File: src/rtl/cfss_pkg.sv
package cfss_pkg;

    localparam int FLAG_W    = 3;
    localparam int BIT_XSTEP = 0;
    localparam int BIT_MSG   = 1;
    localparam int BIT_REC   = 2;

    typedef enum logic [2:0] {
        ST_IDLE      = 3'd0,
        ST_STEP_INSN = 3'd1,
        ST_STEP_XFER = 3'd2,
        ST_TRAP_INSN = 3'd3,
        ST_TRAP_XFER = 3'd4
    } cfss_state_e;

    typedef enum logic [1:0] {
        FIRE_NONE = 2'd0,
        FIRE_INSN = 2'd1,
        FIRE_XFER = 2'd2
    } cfss_fire_e;

endpackage

File: src/rtl/cfss_trigger.sv
module cfss_trigger
    import cfss_pkg::*;
#(
    parameter int XFER_W = 3
) (
    input  cfss_state_e       state,
    input  logic [XFER_W-1:0] xfer_evt,
    input  logic              retire_evt,
    output cfss_fire_e        fire
);

    logic [XFER_W:0] or_chain;
    logic            any_xfer;

    assign or_chain[0] = 1'b0;
    for (genvar g = 0; g < XFER_W; g++) begin : g_or
        assign or_chain[g+1] = or_chain[g] | xfer_evt[g];
    end
    assign any_xfer = or_chain[XFER_W];

    always_comb begin
        unique case (state)
            ST_STEP_XFER: fire = any_xfer   ? FIRE_XFER : FIRE_NONE;
            ST_STEP_INSN: fire = retire_evt ? FIRE_INSN : FIRE_NONE;
            default:      fire = FIRE_NONE;
        endcase
    end

endmodule

File: src/rtl/cfss_flags.sv
module cfss_flags
    import cfss_pkg::*;
(
    input  logic              clk,
    input  logic              rst_n,
    input  logic              sw_we,
    input  logic [FLAG_W-1:0] sw_wdata,
    input  cfss_fire_e        fire,
    output logic [FLAG_W-1:0] flags_q
);

    logic [FLAG_W-1:0] clr_mask;

    always_comb begin
        clr_mask = '0;
        unique case (fire)
            FIRE_XFER: begin
                clr_mask[BIT_XSTEP] = 1'b1;
                clr_mask[BIT_REC]   = 1'b1;
            end
            FIRE_INSN: clr_mask[BIT_REC] = 1'b1;
            default:   clr_mask = '0;
        endcase
    end

    always_ff @(posedge clk) begin
        if (!rst_n) begin
            flags_q <= '0;
        end else if (sw_we) begin
            flags_q <= sw_wdata;
        end else begin
            flags_q <= flags_q & ~clr_mask;
        end
    end

endmodule

File: src/rtl/cfss_fsm.sv
module cfss_fsm
    import cfss_pkg::*;
(
    input  logic        clk,
    input  logic        rst_n,
    input  logic        tf_in,
    input  logic        xstep_flag,
    input  cfss_fire_e  fire,
    output cfss_state_e state_q,
    output logic        dbg_req,
    output logic        tf_clr
);

    cfss_state_e state_d;
    cfss_state_e arm_state;

    always_comb begin
        if (tf_in && xstep_flag) begin
            arm_state = ST_STEP_XFER;
        end else if (tf_in) begin
            arm_state = ST_STEP_INSN;
        end else begin
            arm_state = ST_IDLE;
        end
    end

    always_comb begin
        unique case (state_q)
            ST_IDLE:      state_d = arm_state;
            ST_STEP_INSN: state_d = (fire == FIRE_INSN) ? ST_TRAP_INSN : arm_state;
            ST_STEP_XFER: state_d = (fire == FIRE_XFER) ? ST_TRAP_XFER : arm_state;
            ST_TRAP_INSN: state_d = ST_IDLE;
            ST_TRAP_XFER: state_d = ST_IDLE;
            default:      state_d = ST_IDLE;
        endcase
    end

    always_ff @(posedge clk) begin
        if (!rst_n) begin
            state_q <= ST_IDLE;
        end else begin
            state_q <= state_d;
        end
    end

    always_comb begin
        dbg_req = 1'b0;
        tf_clr  = 1'b0;
        unique case (state_q)
            ST_TRAP_INSN: dbg_req = 1'b1;
            ST_TRAP_XFER: begin
                dbg_req = 1'b1;
                tf_clr  = 1'b1;
            end
            default: begin
                dbg_req = 1'b0;
                tf_clr  = 1'b0;
            end
        endcase
    end

endmodule

File: src/rtl/cf_step_ctrl.sv
module cf_step_ctrl
    import cfss_pkg::*;
#(
    parameter int XFER_W = 3
) (
    input  logic              clk,
    input  logic              rst_n,
    input  logic              tf_in,
    input  logic [XFER_W-1:0] xfer_evt,
    input  logic              retire_evt,
    input  logic              sw_we,
    input  logic [FLAG_W-1:0] sw_wdata,
    output logic [FLAG_W-1:0] ctl_flags,
    output logic              dbg_req,
    output logic              tf_clr
);

    cfss_state_e       state_q;
    cfss_fire_e        fire;
    logic [FLAG_W-1:0] flags_q;

    cfss_trigger #(.XFER_W(XFER_W)) u_trig (
        .state      (state_q),
        .xfer_evt   (xfer_evt),
        .retire_evt (retire_evt),
        .fire       (fire)
    );

    cfss_flags u_flags (
        .clk      (clk),
        .rst_n    (rst_n),
        .sw_we    (sw_we),
        .sw_wdata (sw_wdata),
        .fire     (fire),
        .flags_q  (flags_q)
    );

    cfss_fsm u_fsm (
        .clk        (clk),
        .rst_n      (rst_n),
        .tf_in      (tf_in),
        .xstep_flag (flags_q[BIT_XSTEP]),
        .fire       (fire),
        .state_q    (state_q),
        .dbg_req    (dbg_req),
        .tf_clr     (tf_clr)
    );

    assign ctl_flags = flags_q;

endmodule

File: config.mk
export PLATFORM = sky130hd
export DESIGN_NAME = cf_step_ctrl
export DESIGN_NICKNAME = d
export VERILOG_FILES = /design/src/rtl/cfss_pkg.sv /design/src/rtl/cfss_trigger.sv /design/src/rtl/cfss_flags.sv /design/src/rtl/cfss_fsm.sv /design/src/rtl/cf_step_ctrl.sv
export SDC_FILE = /design/constraint.sdc
export NUM_CORES = 1
export LEC_CHECK = 0
export BUFFER_PORTS_ARGS = -buffer_cell sky130_fd_sc_hd__buf_2
export CAP_MARGIN = 20
export CORE_AREA = 2 2 39 41
export CTS_CLUSTER_DIAMETER = 40
export DETAILED_ROUTE_END_ITERATION = 8
export DIE_AREA = 0 0 41 43
export PLACE_DENSITY = 0.47
export SLEW_MARGIN = 5
export SYNTH_ARGS = -nofsm -noshare
export SYNTH_HDL_FRONTEND = slang
export SYNTH_SLANG_ARGS = --single-unit
export TNS_END_PERCENT = 5
File: constraint.sdc
create_clock -name clk -period 2.09 [get_ports clk]
set_clock_uncertainty 0.2 [all_clocks]
set_input_delay 0.209 -clock clk [delete_from_list [all_inputs] [get_ports clk]]
set_output_delay 0.209 -clock clk [all_outputs]
set_load 0.005 [all_outputs]
==> impl_metrics.yaml <==
outcome:
  status: "finished, final reports clean"
pwr:
  powerDensity_mw_per_mm2: 592
  ir_worst_vdd_mv: 0.231
  power.leakage_nw: 0.196
worst_setup_path:
  slowest_delay_ns: 0.39
  cp_top_family: "simple AND/OR/NAND/NOR gates"
  critPathBufInv: 0
  crit_slowest_cell: "dfxtp_1"
  cp.required_ns: 2.06
  critPathMaxFanout: 6
  crit_path_end_kind: "flop"
  crit_chain: "nor3b_1 > nand2_1 > ha_1 > or3b_1 > a21boi_1"
  worst_ep_arrival_time_ns: 1.69
  critPathLaunchType: "flop"
  crit_type: "flop to flop"
clocking:
  postCtsHoldBufs: 0
  clk_pin_slew_worst_paths_ns: 0.04
  clkLatencyLatePin_ns: 0.24
  post_cts_buffers: 0
  cts_tree: "done"
  cts-root-buf: "clkbuf_4"
  post_cts_resized: 0
  cts_max_level: 1
  clk_path_buf_depth: 2
  numCtsBuffers: 3
  clkSinkCount: 6
cells_and_area:
  multiInputGateArea_sq_um: 196
  layout-drive-gt1-share_pct: 34.0
  syn2layout_area_growth_pct: 33.6
  fin_nets: 68
  fill_cells: 157
  seqCellArea_sq_um: 120
  diodes: 0
synthesis:
  synth_area_per_cell_sq_um: 9.11
  synth_adder_area_share_pct: 7.63
  syn-instance-count: 36
  ys_types: 19
  synth_top_family_by_area: "simple AND/OR/NAND/NOR gates"
  synth_compound_area_share_pct: 11.5
  netlist_area_sq_um: 328
  synth-simple-area-share_pct: 37.8
  synth_warnings: 0
  synth_xor_area_share_pct: 0
  yosysSeqAreaShare_pct: 36.6
  synth_seq_cells: 6
  synthMuxAreaShare_pct: 3.05
  postSynthNetCount: 49
sta:
  fin_crit_ns: 1.72
  rsz0062_at_grt: "false"
  hold_viol_final: 0
  setup_viol: 0
  slew_headroom_pct: 85.0
  worst_pin_slew_ns: 0.224
  slew_viol_final: 0
  hold-worst-slack_ns: 0.0163
  finalCritPeriodShare_pct: 82.1
  fmax_mhz: 583
  timing.setup.tns_ns: 0
floorplanning:
  dieArea_sq_mm: 0.00176
  pin_count: 16
  die_w_um: 41
  initial_utilization_pct: 23.7
  die_y_um: 43
  rows: 14
  coreArea_sq_mm: 0.00138
global_route:
  antenna_found_initial: 0
  grt-ovfl-total: 0
  grt_pass1_vias: 253
  grt_pass1_wl_um: 1090
  grt_max_degree: 8
  grt_usage_pct: 9.62
route:
  top_layer: "met4"
  vias_per_cell: 4.38
  drtPass1Iterations: 2
  drtAntennaViolNets: 0
  num_vias: 302
  wl_per_cell_um: 9.12
  drc: 0
  drt-initial-drc-count: 3
  wl_met2_um: 298
  routed-wl-met3_um: 56
  m1WireLength_um: 268
  routed_wl_um: 629
flow_run:
  drv_cap: 0
placed_design:
  gp_congestion: 0.678
  dp_hpwl_um: 508
  io_buffers: 15
min_path:
  hold_class: "input port to flop"
## per-layer routing
layer  GRT usage (%)  vias to the layer above
met1            12.1                      126
met3            6.28                        2
met5               0                        -
met4            6.00                        0
li1                -                      162
met2            11.6                       12
## synthesized netlist by cell type (all sizes together)
cell     number  share of area (%)
nor3          3                4.6
nor2b         1                1.9
mux2i         1                3.1
nand2         4                4.6
nor3b         2                4.6
buf           1                2.3
nand4bb       1                3.4
a211oi        2                4.6
nand3b        2                4.6
or3           1                1.9
or3b          1                2.7
and2          1                1.9
o21a          1                2.3
inv           1                1.1
a21boi        2                4.6
dfxtp         6                 37
nand2b        4                7.6
ha            2                7.6
## area by class of cell
cell class                      instances  area share, %
Multi-Input combinational cell         28           44.9
Timing Repair Buffer                   15           17.1
Tap cell                               16           4.57
Inverter                                1          0.857
Sequential cell                         6           27.4
Clock buffer                            3           5.14
## through the flow
stage	total power, mW	worst slack [ns]	instance area [sq um]	std cells	util, %
after global routing	0.283	0.244	438	69	31.6
after detailed placement	0.157	0.385	415	66	30.0
after global placement	0.157	0.430	415	66	30.0
after floorplan	0.142	0.499	328	36	-
final	0.259	0.374	438	69	31.6
after CTS	0.265	0.369	438	69	31.6
## where the power goes
part           total, mW  switching (mW)  internal (mW)
clock network      0.104          0.0395         0.0648
logic             0.0305          0.0126         0.0180
registers          0.124         0.00417          0.120
total              0.259          0.0562          0.203
## placed cells by master, fill, tap and decap left out
master and count:
buf_2 15, dfxtp_1 6, nand2_1 4, nand2b_1 4, nor3_1 3, clkbuf_4 3
nor3b_1 2, nand3b_1 2, a211oi_1 2, ha_1 2, and2_1 1, or3_1 1
inv_1 1, nand4bb_1 1, o21a_1 1, or3b_1 1, a21boi_1 1, a21boi_0 1
mux2i_1 1, nor2b_1 1
## worst register-to-register path, delay by kind of cell (launching register included)
kind / cells / cell delay (ns)
AOI/OAI and AO/OA: 1 / 0.14
DFF: 1 / 0.39
adders and majority gates: 1 / 0.23
and+or+nand+nor: 3 / 0.69
## registers in the layout, summed over array words and instances (netlist names)
name,count
u_flags.flags_q,3
u_fsm.state_q,3
## cells by family (layout without fill, tap and decap cells)
kind of cell / after synthesis / in the layout
simple gates: 20 / 20
compound gates: 5 / 5
fa+ha+maj: 2 / 2
mux: 1 / 1
buf+inv: 2 / 19
flops: 6 / 6
## worst paths after layout
path / start / end / slack, ns / cells after the start
max: u_fsm.state_q[0] / u_flags.flags_q[0] / 0.37 / 5
min: sw_wdata[0] / u_flags.flags_q[0] / 0.02 / 3
max reg2reg: u_fsm.state_q[0] / u_flags.flags_q[0] / 0.37 / 5
min reg2reg: u_flags.flags_q[0] / u_fsm.state_q[1] / 0.28 / 2
(Power assumes the default switching activity.)
